**config.mk**
```make
export PLATFORM = sky130hd
export DESIGN_NAME = atm_vc_splitter
export DESIGN_NICKNAME = d
export VERILOG_FILES = /design/src/rtl/vcs_pkg.sv /design/src/rtl/vcs_tracker.sv /design/src/rtl/vcs_ring.sv /design/src/rtl/vcs_router.sv /design/src/rtl/atm_vc_splitter.sv
export SDC_FILE = /design/constraint.sdc
export NUM_CORES = 1
export LEC_CHECK = 0
export BUFFER_PORTS_ARGS = -buffer_cell sky130_fd_sc_hd__buf_4
export CORE_MARGIN = 5
export CORE_UTILIZATION = 40
export DETAILED_ROUTE_END_ITERATION = 8
export GPL_TIMING_DRIVEN = 0
export SETUP_SLACK_MARGIN = 0.3
export SLEW_MARGIN = 20
export SYNTH_ARGS = -nofsm -noshare
export SYNTH_HDL_FRONTEND = slang
export SYNTH_SLANG_ARGS = --single-unit
```
**constraint.sdc**
```tcl
create_clock -name clk -period 4.08 [get_ports clk]
set_clock_uncertainty 0.1 [all_clocks]
set_input_delay 0.612 -clock clk [delete_from_list [all_inputs] [get_ports clk]]
set_output_delay 0.612 -clock clk [all_outputs]
set_load 0.05 [all_outputs]
```
**src/rtl/vcs_pkg.sv**
```systemverilog
package vcs_pkg;
  localparam int CELL_LEN   = 53;
  localparam int HDR_LEN    = 5;
  localparam int DECIDE_POS = 3;
  localparam int POS_W      = $clog2(CELL_LEN);

  typedef enum logic [1:0] {
    DST_NONE   = 2'd0,
    DST_DROP   = 2'd1,
    DST_BOOST  = 2'd2,
    DST_BYPASS = 2'd3
  } dst_e;

  typedef struct packed {
    logic [7:0]       data;
    logic [POS_W-1:0] pos;
    logic             tag;
  } oct_t;
endpackage

```
**src/rtl/vcs_tracker.sv**
```systemverilog
module vcs_tracker
  import vcs_pkg::*;
(
  input  logic        clk,
  input  logic        rst_n,
  input  logic        in_valid,
  input  logic        in_sof,
  input  logic [7:0]  in_data,
  input  logic [7:0]  cfg_vpi,
  input  logic [15:0] cfg_vci,
  input  logic        cfg_vpi_only,
  input  logic        pay_ready,
  input  logic        hdr_ready,
  input  logic        byp_ready,
  output logic        wr_en,
  output oct_t        wr_oct,
  output logic        dec_en,
  output logic        dec_tag,
  output dst_e        dec_dst
);
  logic             in_cell_q;
  logic [POS_W-1:0] pos_q;
  logic             tag_q;
  logic [7:0]       stage_q [DECIDE_POS];

  logic             accept;
  logic [POS_W-1:0] cur_pos;
  logic             cur_tag;
  logic [7:0]       cell_vpi;
  logic [15:0]      cell_vci;
  logic             hit;

  always_comb begin
    cur_pos = in_sof ? '0 : pos_q + 1'b1;
    cur_tag = in_sof ? ~tag_q : tag_q;
    accept  = in_valid && (in_sof || (in_cell_q && pos_q != POS_W'(CELL_LEN-1)));
  end

  always_ff @(posedge clk) begin
    if (!rst_n) begin
      in_cell_q <= 1'b0;
      pos_q     <= '0;
      tag_q     <= 1'b0;
    end else if (accept) begin
      in_cell_q <= 1'b1;
      pos_q     <= cur_pos;
      tag_q     <= cur_tag;
    end
  end

  // early header octets are held until the circuit decision
  always_ff @(posedge clk) begin
    for (int i = 0; i < DECIDE_POS; i++) begin
      if (accept && cur_pos == POS_W'(i)) stage_q[i] <= in_data;
    end
  end

  always_comb begin
    cell_vpi = {stage_q[0][3:0], stage_q[1][7:4]};
    cell_vci = {stage_q[1][3:0], stage_q[2], in_data[7:4]};
    hit      = (cell_vpi == cfg_vpi) && (cfg_vpi_only || cell_vci == cfg_vci);
    if (hit) dec_dst = (pay_ready && hdr_ready) ? DST_BOOST : DST_DROP;
    else     dec_dst = byp_ready ? DST_BYPASS : DST_DROP;
    wr_en       = accept;
    wr_oct.data = in_data;
    wr_oct.pos  = cur_pos;
    wr_oct.tag  = cur_tag;
    dec_en      = accept && cur_pos == POS_W'(DECIDE_POS);
    dec_tag     = cur_tag;
  end
endmodule

```
**src/rtl/vcs_ring.sv**
```systemverilog
module vcs_ring
  import vcs_pkg::*;
#(
  parameter int AW = 3
) (
  input  logic        clk,
  input  logic        rst_n,
  input  logic        push,
  input  oct_t        push_oct,
  input  logic        pop,
  output oct_t        head,
  output logic [AW:0] level
);
  localparam int DEPTH = 1 << AW;

  oct_t          mem_q [DEPTH];
  logic [AW-1:0] wp_q, rp_q;
  logic [AW:0]   lvl_q;

  always_ff @(posedge clk) begin
    if (push) mem_q[wp_q] <= push_oct;
  end

  always_ff @(posedge clk) begin
    if (!rst_n) begin
      wp_q  <= '0;
      rp_q  <= '0;
      lvl_q <= '0;
    end else begin
      if (push) wp_q <= wp_q + 1'b1;
      if (pop)  rp_q <= rp_q + 1'b1;
      case ({push, pop})
        2'b10:   lvl_q <= lvl_q + 1'b1;
        2'b01:   lvl_q <= lvl_q - 1'b1;
        default: lvl_q <= lvl_q;
      endcase
    end
  end

  assign head  = mem_q[rp_q];
  assign level = lvl_q;
endmodule

```
**src/rtl/vcs_router.sv**
```systemverilog
module vcs_router
  import vcs_pkg::*;
#(
  parameter int AW = 3
) (
  input  logic        clk,
  input  logic        rst_n,
  input  logic        dec_en,
  input  logic        dec_tag,
  input  dst_e        dec_dst,
  input  oct_t        head,
  input  logic [AW:0] level,
  output logic        pop,
  output logic        pay_valid,
  output logic [7:0]  pay_data,
  output logic        pay_eoc,
  output logic        hdr_valid,
  output logic [7:0]  hdr_data,
  output logic        hdr_eoc,
  output logic        byp_valid,
  output logic [7:0]  byp_data,
  output logic        byp_eoc
);
  dst_e       slot_q [2];
  dst_e       cur_dst;
  logic       last;
  logic [7:0] data_q;
  logic       hdr_end_q, cell_end_q;

  always_comb begin
    cur_dst = slot_q[head.tag];
    last    = head.pos == POS_W'(CELL_LEN-1);
    pop     = (level != '0) && (cur_dst != DST_NONE);
  end

  // one decision slot per in-flight cell, freed when its last octet leaves
  always_ff @(posedge clk) begin
    for (int s = 0; s < 2; s++) begin
      if (!rst_n)                                  slot_q[s] <= DST_NONE;
      else if (dec_en && dec_tag == 1'(s))         slot_q[s] <= dec_dst;
      else if (pop && last && head.tag == 1'(s))   slot_q[s] <= DST_NONE;
    end
  end

  always_ff @(posedge clk) begin
    if (!rst_n) begin
      pay_valid <= 1'b0;
      hdr_valid <= 1'b0;
      byp_valid <= 1'b0;
    end else begin
      hdr_valid <= pop && cur_dst == DST_BOOST && head.pos <  POS_W'(HDR_LEN);
      pay_valid <= pop && cur_dst == DST_BOOST && head.pos >= POS_W'(HDR_LEN);
      byp_valid <= pop && cur_dst == DST_BYPASS;
    end
  end

  always_ff @(posedge clk) begin
    if (pop) begin
      data_q     <= head.data;
      hdr_end_q  <= head.pos == POS_W'(HDR_LEN-1);
      cell_end_q <= last;
    end
  end

  assign pay_data = data_q;
  assign hdr_data = data_q;
  assign byp_data = data_q;
  assign pay_eoc  = cell_end_q;
  assign hdr_eoc  = hdr_end_q;
  assign byp_eoc  = cell_end_q;
endmodule

```
**src/rtl/atm_vc_splitter.sv**
```systemverilog
module atm_vc_splitter
  import vcs_pkg::*;
#(
  parameter int RING_AW = 3,
  parameter int CNT_W   = 16
) (
  input  logic             clk,
  input  logic             rst_n,
  input  logic             in_valid,
  input  logic             in_sof,
  input  logic [7:0]       in_data,
  input  logic [7:0]       cfg_vpi,
  input  logic [15:0]      cfg_vci,
  input  logic             cfg_vpi_only,
  output logic             pay_valid,
  input  logic             pay_ready,
  output logic [7:0]       pay_data,
  output logic             pay_eoc,
  output logic             hdr_valid,
  input  logic             hdr_ready,
  output logic [7:0]       hdr_data,
  output logic             hdr_eoc,
  output logic             byp_valid,
  input  logic             byp_ready,
  output logic [7:0]       byp_data,
  output logic             byp_eoc,
  output logic [CNT_W-1:0] drop_count
);
  logic             wr_en, dec_en, dec_tag, pop;
  oct_t             wr_oct, head;
  dst_e             dec_dst;
  logic [RING_AW:0] ring_level;
  logic [CNT_W-1:0] drop_q;

  vcs_tracker u_trk (
    .clk, .rst_n, .in_valid, .in_sof, .in_data,
    .cfg_vpi, .cfg_vci, .cfg_vpi_only,
    .pay_ready, .hdr_ready, .byp_ready,
    .wr_en, .wr_oct, .dec_en, .dec_tag, .dec_dst
  );

  vcs_ring #(.AW(RING_AW)) u_ring (
    .clk, .rst_n, .push(wr_en), .push_oct(wr_oct), .pop,
    .head, .level(ring_level)
  );

  vcs_router #(.AW(RING_AW)) u_rtr (
    .clk, .rst_n, .dec_en, .dec_tag, .dec_dst, .head, .level(ring_level),
    .pop,
    .pay_valid, .pay_data, .pay_eoc,
    .hdr_valid, .hdr_data, .hdr_eoc,
    .byp_valid, .byp_data, .byp_eoc
  );

  always_ff @(posedge clk) begin
    if (!rst_n)                            drop_q <= '0;
    else if (dec_en && dec_dst == DST_DROP) drop_q <= drop_q + 1'b1;
  end

  assign drop_count = drop_q;
endmodule

```
==> results of run 1 <==
==> worst max-delay path, cell delays in order (launching register included) <==
cell	delay (ps)
dfxtp_1	300
clkbuf_4	240
mux4_2	530
mux2i_2	340
inv_2	100
o311a_4	450
ha_1	320
xor2_1	160
ha_1	190
a21oi_1	170
xor2_1	90
or3_1	310
a21oi_1	140
==> cell usage in the layout (no fill, tap or decap), types with 11 or more instances in the layout <==
| master | n |
|---|---|
| buf_4 | 108 |
| xnor2_1 | 35 |
| nand3_1 | 11 |
| a21oi_1 | 24 |
| clkbuf_1 | 13 |
| nor3_1 | 11 |
| nor2_1 | 39 |
| mux4_2 | 27 |
| nand2_1 | 29 |
| nand4_1 | 13 |
| dfxtp_1 | 40 |
| clkbuf_16 | 17 |
| edfxtp_1 | 154 |
==> worst paths after layout <==
check                        from             endpoint  slack (ps)  cells after the start
setup / recovery             flop      u_ring.level[2]         570                     12
hold reg to reg   u_trk.in_cell_q      u_trk.in_cell_q         370                      2
hold / removal         in_data[3]  u_ring.mem_q[1][10]         350                      1
setup reg to reg             flop      u_ring.level[2]         570                     12
==> sequential cells by signal (all words and copies together) (netlist names), 3 cells and up, named ones only <==
register	flops
u_trk.pos_q	6
u_ring.mem_q	120
u_ring.rp_q	3
u_rtr.slot_q	4
u_trk.stage_q	20
u_ring.wp_q	3
u_ring.level	4
u_rtr.byp_data	8
drop_count	16
==> power breakdown <==
part	internal [mW]	switching, mW	total [mW]
sequential	2.27	0.0688	2.34
clock	0.842	0.704	1.55
combinational	0.568	0.911	1.48
total	3.68	1.68	5.36
==> through the flow <==
stage          instance area, um^2  TNS (ps)  instances  worst slack (ps)
6_report                      9790         0        935               572
5_1_grt                       9790         0        935               358
4_1_cts                       9770         0        935               315
3_5_place_dp                  9230      -113        903              -103
3_3_place_gp                  9060    -26460        890              -917
2_1_floorplan                 8080         0        535               634
==> cell families (layout without fill, tap and decap cells) <==
family	count (synthesis)	count (layout)	synth area share
AOI/OAI and AO/OA	44	44	0.0339
xor gates and xnor gates	43	43	0.0466
adders and majority gates	8	8	0.0124
buffers and inverters	47	177	0.0316
DFF	194	194	0.671
muxes	46	46	0.100
and+or+nand+nor	153	153	0.104
==> cells in the mapped netlist, types with 4 or more instances <==
cell	n
buf_2	6
inv_1	8
mux2i_1	10
buf_4	17
nand2_1	29
nand4_1	13
a21oi_1	24
xnor2_1	35
nand2b_1	9
nor4_1	7
nor2_1	42
dfxtp_1	40
clkbuf_1	10
nand3_1	11
ha_1	8
mux4_2	27
mux2_2	9
edfxtp_1	154
inv_2	4
nor3_1	16
xor2_1	8
==> what timing repair did <==
action | in CTS | in global routing
pin swaps | 0 | 0
gates resized for setup | 2 | 2
setup endpoints to repair | 3 | 2
==> routing by layer <==
metal | wire, um | global-route usage
met2 | 8260 | 0.243
met5 | 0 | 0
met3 | 721 | 0.0293
met4 | 307 | 0.0569
met1 | 7510 | 0.199
==> layout make-up <==
type / instances / area, um^2
plain buffers: 34 / 209
clock buffers: 20 / 437
clock inverters: 12 / 108
fillers: 1777 / 10300
inverters: 13 / 48.8
multi-input cells: 294 / 2460
flip-flops and latches: 194 / 5430
well taps: 270 / 338
repair buffers: 98 / 761
==> key figures, run 1 <==
Routing
  – Final ANT Viol Nets: 0
  – Detailed Route Iter0 Violations: 220
  – 1st-pass router iterations: 5
  – Remaining DRCs: 0
  – DR vias: 4793
  – Post-Route WL: 16.8 mm
  – Wire per inst: 18.0 um
  – Vias per cell: 5.13

Synth
  – Sequential share of the synthesized area: 0.671
  – Synth area leaders: edfxtp_1 57%, dfxtp_1 9.9%, mux4_2 7.5%
  – Syn nets: 583
  – Synth async-reset ratio: 0
  – Synth warn: 0
  – Mapped Cells: 535
  – Post-synth EDFFs: 154
  – Synth top area share: 0.572
  – Yosys reg bits: 194
  – Ys flop type: edfxtp_1
  – Yosys top cell by area: edfxtp_1
  – Cell variety after synth: 55
  – Mean Syn Cell Area: 15.1 um^2
  – Synthesized area: 8080 um^2

Placement
  – Post-DP HPWL: 12.1 mm
  – PortBufs: 85
  – Routability cong.: 0.818

Pwr
  – Pwr Density: 548 nW/um^2
  – Pwr Total: 5.36 mW
  – Leakage: 3.34 nW
  – VDD IR max: 0.322 mV

GRT
  – Number of global-route vias before repair: 4911
  – First-pass GRT wire length: 27.0 mm
  – Largest net degree at the start of global routing: 17
  – GR Util All Layers: 0.149
  – Initial antenna violation count: 0
  – GRT overflow: 0

STA
  – Max-slew violations: 0
  – Final Hold Fails: 0
  – WHS: 350 ps
  – Setup Viol. Count Final: 0
  – Worst slew margin: 0.471
  – RSZ-0062 raised after global routing: false
  – Minimum clock period: 3510 ps
  – Measured slew at the worst slew-check pin: 787 ps
  – Maximum clock rate: 285 MHz
  – Tcrit/Tclk final: 0.860

Final layout
  – Share of post-route cells with drive strength above 1: 0.317
  – Area grow syn2layout: 21.1%
  – Nets: 700
  – Post-layout util: 0.488
  – Ant. Diodes: 0

Worst setup path
  – Worst endpoint data arrival time: 3770 ps
  – CP required: 4340 ps
  – Crit. End Element: flop
  – Crit path launch type: flop
  – Maximum fanout along the worst path: 16
  – Critical path class: reg -> reg

Clock tree
  – Clock tree buffer depth: 2
  – CTS sink count: 194
  – Post-CTS Setup Bufs: 0
  – Clk Latency, worst-skew pair: 440 ps
  – Root buffer cell: clkbuf_16
  – CTS clk-pin slew, worst paths: 70 ps
  – CTS tree: yes
  – Hold_buf cts: 0
  – H-tree levels: 4
  – CTS buffer count: 17

Die
  – Row cnt: 52
  – Core Area: 20000 um^2
  – Initial Util: 0.403
  – Die area: 23100 um^2
  – Die width: 152 um
  – Die Y: 152 um
  – Top Ports: 86

Hold path
  – Worst hold path class: in -> reg

Run status
  – Status: finished clean

Run
  – Max-cap violation count: 0
Note: power is estimated with default switching activity, not from simulation.
==> run 2, diff against run 1 <==
--- a/config.mk
+++ b/config.mk
@@ -9,3 +9,3 @@
 export CORE_MARGIN = 5
-export CORE_UTILIZATION = 40
+export CORE_UTILIZATION = 45
 export DETAILED_ROUTE_END_ITERATION = 8
@@ -13,3 +13,3 @@
 export SETUP_SLACK_MARGIN = 0.3
-export SLEW_MARGIN = 20
+export SLEW_MARGIN = 10
 export SYNTH_ARGS = -nofsm -noshare
--- a/constraint.sdc
+++ b/constraint.sdc
@@ -4,2 +4,2 @@
 set_output_delay 0.612 -clock clk [all_outputs]
-set_load 0.05 [all_outputs]
+set_load 0.005 [all_outputs]
==> key figures, run 2 (synthesis gave the netlist of run 1 again) <==
Final layout
  – Top reg by flops: u_ring.mem_q
  – Area grow syn2layout: 20.5%
  – Share of post-route cells with drive strength above 1: 0.318
  – Largest register FFs: 120
  – Filler cells: 1457
  – Post-layout util: 0.546
  – Non-filler instance count after layout: 892
  – Most frequent cells in the layout: 154 x edfxtp_1, 108 x buf_4, 40 x dfxtp_1
  – Design Area, Final: 9740 um^2
  – Commonest non-fill, non-tap cell in the layout: edfxtp_1
  – Ant. Diodes: 0
  – Nets: 698

STA
  – Final Hold Fails: 0
  – RSZ-0062 raised after global routing: false
  – Measured slew at the worst slew-check pin: 903 ps
  – Setup ws final: 592 ps
  – Setup Viol. Count Final: 0
  – Maximum clock rate: 287 MHz
  – Max-slew violations: 0
  – Worst slew margin: 0.393
  – Tcrit/Tclk final: 0.855
  – Minimum clock period: 3490 ps

Clock tree
  – CTS sink count: 194
  – CTS clk-pin slew, worst paths: 70 ps
  – Clk Latency, worst-skew pair: 420 ps
  – Clock tree buffer depth: 2
  – Root buffer cell: clkbuf_16
  – Hold_buf cts: 0
  – H-tree levels: 4
  – CTS buffer count: 17
  – CTS tree: yes

Pwr
  – VDD IR max: 0.297 mV
  – Pwr Density: 506 nW/um^2
  – Leakage: 3.33 nW
  – Pwr Total: 4.93 mW

Hold path
  – Worst hold path class: reg -> reg

GRT
  – Largest net degree at the start of global routing: 18
  – GRT overflow: 0
  – Initial antenna violation count: 0
  – First-pass GRT wire length: 26.3 mm
  – GR Util All Layers: 0.169
  – Number of global-route vias before repair: 4872

Routing
  – Remaining DRCs: 0
  – Post-Route WL: 16.6 mm
  – Final ANT Viol Nets: 0
  – Detailed Route Iter0 Violations: 341
  – Vias per cell: 5.30
  – Wire per inst: 18.6 um
  – 1st-pass router iterations: 4
  – DR vias: 4732

Die
  – Row cnt: 49
  – Core Area: 17800 um^2
  – Initial Util: 0.453
  – Die area: 20700 um^2
  – Die Y: 144 um
  – Top Ports: 86
  – Die width: 144 um

Run status
  – Status: finished clean

Placement
  – PortBufs: 85
  – Placed inst area: 9160 um^2
  – Routability cong.: 0.812
  – Post-DP HPWL: 11.9 mm
  – Post-placement cell count: 860
  – Place WS: -9.16 ps

Worst setup path
  – Worst endpoint data arrival time: 3740 ps
  – Crit path launch type: flop
  – Critical path class: reg -> reg
  – Maximum fanout along the worst path: 16
  – Crit. End Element: flop
  – CP required: 4330 ps

Run
  – Max-cap violation count: 0
==> run 2: power breakdown <==
group / internal (mW) / total (mW) / switching, mW / leakage (nW)
Sequential: 2.27 / 2.34 / 0.0685 / 1.74
Clock: 0.856 / 1.58 / 0.723 / 0.263
Combinational: 0.555 / 1.01 / 0.458 / 1.33
Total: 3.68 / 4.93 / 1.25 / 3.33
==> run 2: worst paths after layout <==
check                       start               to  slack, ps  depth (start not counted)
setup / recovery             flop  u_ring.level[2]        590                         12
hold / removal    u_trk.in_cell_q  u_trk.in_cell_q        360                          2
setup reg to reg             flop  u_ring.level[2]        590                         12
hold reg to reg   u_trk.in_cell_q  u_trk.in_cell_q        360                          2
==> run 2: metal layers <==
layer  part of all wire  global-route usage  routed length [um]
met1               0.44               0.231                7280
met2               0.51               0.278                8460
met3              0.047              0.0377                 782
met4             0.0048              0.0416                  80
met5                  0                   0                   0
==> run 2: what timing repair did <==
action,4_1_cts,5_1_grt
buffers inserted,0,0
setup endpoints to repair,3,2
gates resized for setup,2,2
cloned,0,0
pin swaps,0,0
==> run 2: critical path, cell delays in order (launching register included) <==
cell      delay [ps]
dfxtp_1          310
clkbuf_4         250
mux4_2           550
mux2i_2          330
inv_2            100
o311a_4          440
ha_1             310
xor2_1           170
ha_1             180
a21oi_1          140
xor2_1            90
or3_1            310
a21oi_1          130
==> run 2: layout make-up <==
class / count / area, um^2 / share of cell area
inverters: 13 / 48.8 / 0.00501
well taps: 229 / 287 / 0.0294
flip-flops and latches: 194 / 5430 / 0.557
multi-input cells: 294 / 2460 / 0.253
clock inverters: 12 / 123 / 0.0126
clock buffers: 20 / 437 / 0.0448
repair buffers: 96 / 751 / 0.0771
plain buffers: 34 / 209 / 0.0215
==> run 2: stage by stage <==
stage               hold WS (ps)  setup TNS, ps
CTS                          338              0
floorplan                    336              0
global route                 342              0
finish                       358              0
detailed placement           350          -9.16
global placement             349         -32300
==> run 3, diff against run 2 <==
- ABC_AREA: not set -> 1
- CTS_CLUSTER_SIZE: not set -> 12
==> key figures, run 3 <==
Worst setup path
  – Crit path launch type: flop
  – Maximum fanout along the worst path: 10
  – Worst endpoint data arrival time: 3150 ps
  – Cells along the critical path: inv_1 -> ha_1 -> nand3_1 -> o21ai_0 -> nand2_1 -> nand2_1 -> inv_1 -> clkbuf_1 -> nand2_1 -> nor2_2 -> buf_8
  – Critical path class: reg -> reg
  – Most used cell, CP: nand2_1
  – Crit. End Element: flop
  – CP required: 4120 ps
  – Slowest CP cell: dfxtp_1
  – CP max stage delay: 480 ps

Pwr
  – Clk pwr share: 0.292
  – Pwr Density: 562 nW/um^2
  – VDD IR max: 0.353 mV
  – Leakage: 3.99 nW
  – Switch share: 0.312
  – Psw: 1.79 mW
  – Gate power share: 0.291
  – Sequential Power Share: 0.418
  – Int Pwr: 3.95 mW

Final layout
  – Top reg by flops: u_ring.mem_q
  – Post-layout util: 0.546
  – Largest register FFs: 120
  – Commonest non-fill, non-tap cell in the layout: edfxtp_1
  – Area grow syn2layout: 19.7%
  – Nets: 1000
  – Most frequent cells in the layout: 154 x edfxtp_1, 152 x nor2_1, 126 x nand2_1
  – Filler cells: 1637
  – Ant. Diodes: 0
  – Share of post-route cells with drive strength above 1: 0.183

Die
  – Core Area: 18700 um^2
  – Die Y: 148 um
  – Top Ports: 86
  – Die area: 21800 um^2
  – Row cnt: 50
  – Die width: 148 um
  – Initial Util: 0.456

Hold path
  – Worst hold path class: in -> reg

GRT
  – Number of global-route vias before repair: 5875
  – Largest net degree at the start of global routing: 18
  – GR Util All Layers: 0.185
  – First-pass GRT wire length: 31.1 mm
  – Initial antenna violation count: 0
  – GRT overflow: 0

Run
  – Max-cap violation count: 0

Routing
  – Detailed Route Iter0 Violations: 398
  – 1st-pass router iterations: 5
  – Final ANT Viol Nets: 0
  – Remaining DRCs: 0
  – Post-Route WL: 19.5 mm
  – DR vias: 6108
  – Vias per cell: 5.09
  – Wire per inst: 16.3 um

Clock tree
  – Hold_buf cts: 0
  – Post-CTS Setup Bufs: 0
  – Clock tree buffer depth: 2
  – CTS sink count: 194
  – CTS clk-pin slew, worst paths: 70 ps
  – H-tree levels: 4
  – CTS resizes: 0
  – CTS buffer count: 17
  – CTS tree: yes
  – Clk Latency, worst-skew pair: 440 ps
  – Root buffer cell: clkbuf_16

Synth
  – Cell variety after synth: 35
  – Synth top area share: 0.542
  – Mapped Cells: 840
  – Synth warn: 0
  – Ys flop type: edfxtp_1
  – Synthesized area: 8530 um^2
  – Mean Syn Cell Area: 10.2 um^2
  – Synth async-reset ratio: 0
  – Syn nets: 888
  – Yosys top cell by area: edfxtp_1
  – Most frequent cells after synthesis: 160 x nor2_1, 154 x edfxtp_1, 127 x nand2_1, 75 x inv_1, 73 x o21ai_0
  – Sequential share of the synthesized area: 0.636
  – Yosys reg bits: 194
  – Most common cell in the netlist: nor2_1
  – Post-synth EDFFs: 154
  – Synth area leaders: edfxtp_1 54%, dfxtp_1 9.4%, nor2_1 7.0%

STA
  – Max-slew violations: 0
  – RSZ-0062 raised after global routing: false
  – Worst slew margin: 0.460
  – Tcrit/Tclk final: 0.763
  – Final Hold Fails: 0
  – Setup ws final: 968 ps
  – WHS: 357 ps
  – Measured slew at the worst slew-check pin: 802 ps
  – Maximum clock rate: 321 MHz
  – Setup Viol. Count Final: 0
  – Minimum clock period: 3110 ps
  – TNS Setup: 0 ps

Run status
  – Status: finished clean

Placement
  – Post-DP HPWL: 13.7 mm
  – PortBufs: 84
  – Routability cong.: 0.838
  – Place WS: 684 ps
==> run 3: cell families (layout without fill, tap and decap cells) <==
group	count (synthesis)	count (layout)	synth area share
flops	194	194	0.636
xor+xnor	26	26	0.0267
simple gates	349	349	0.171
buf+inv	125	250	0.0667
compound gates	138	138	0.0880
fa+ha+maj	8	8	0.0117
==> run 3: critical path, delay by kind of cell, from the launching register on <==
kind / cells / cell delay (ps)
DFF: 1 / 480
buffers and inverters: 4 / 850
adders and majority gates: 1 / 220
AOI/OAI and AO/OA: 1 / 70
and+or+nand+nor: 5 / 1090
==> run 3: worst paths after layout <==
path              cells past startpoint            start                   to  slack, ps
hold / removal                        1       in_data[6]  u_ring.mem_q[2][13]        360
hold reg to reg                       2  u_trk.in_cell_q      u_trk.in_cell_q        370
setup reg to reg                     11   u_trk.pos_q[0]   u_ring.mem_q[2][6]        970
setup / recovery                     11   u_trk.pos_q[0]   u_ring.mem_q[2][6]        970
==> run 3: metrics by stage <==
step / area (um^2) / cells / total power [mW]
after CTS: 10200 / 1199 / 5.80
after global routing: 10200 / 1199 / 6.10
after detailed placement: 9610 / 1167 / 4.13
after global placement: 9460 / 1158 / 4.10
after floorplan: 8530 / 840 / 3.49
final: 10200 / 1199 / 5.74
==> run 3: power by group through the flow <==
stage	Clock, mW	Sequential, mW	Combinational, mW
after floorplan	0	2.44	1.05
after global placement	0	2.44	1.65
after detailed placement	0	2.45	1.69
after CTS	1.70	2.40	1.69
after global routing	1.80	2.42	1.87
final	1.67	2.40	1.67
==> run 3: layout make-up <==
class | count | area (um^2) | area share
Tap cell | 234 | 293 | 0.0287
Clock buffer | 20 | 457 | 0.0447
Multi-Input combinational cell | 521 | 2570 | 0.252
Timing Repair Buffer | 93 | 754 | 0.0739
Inverter | 77 | 289 | 0.0283
Buffer | 48 | 280 | 0.0274
Sequential cell | 194 | 5430 | 0.531
Clock inverter | 12 | 144 | 0.0141
==> run 3: layer usage <==
| layer | part of all wire | GRT usage | up-vias |
|---|---|---|---|
| met5 | 0 | 0 | - |
| met3 | 0.045 | 0.0356 | 23 |
| met2 | 0.47 | 0.295 | 152 |
| met1 | 0.47 | 0.256 | 2866 |
| met4 | 0.017 | 0.0592 | 0 |
| li1 | - | - | 3067 |
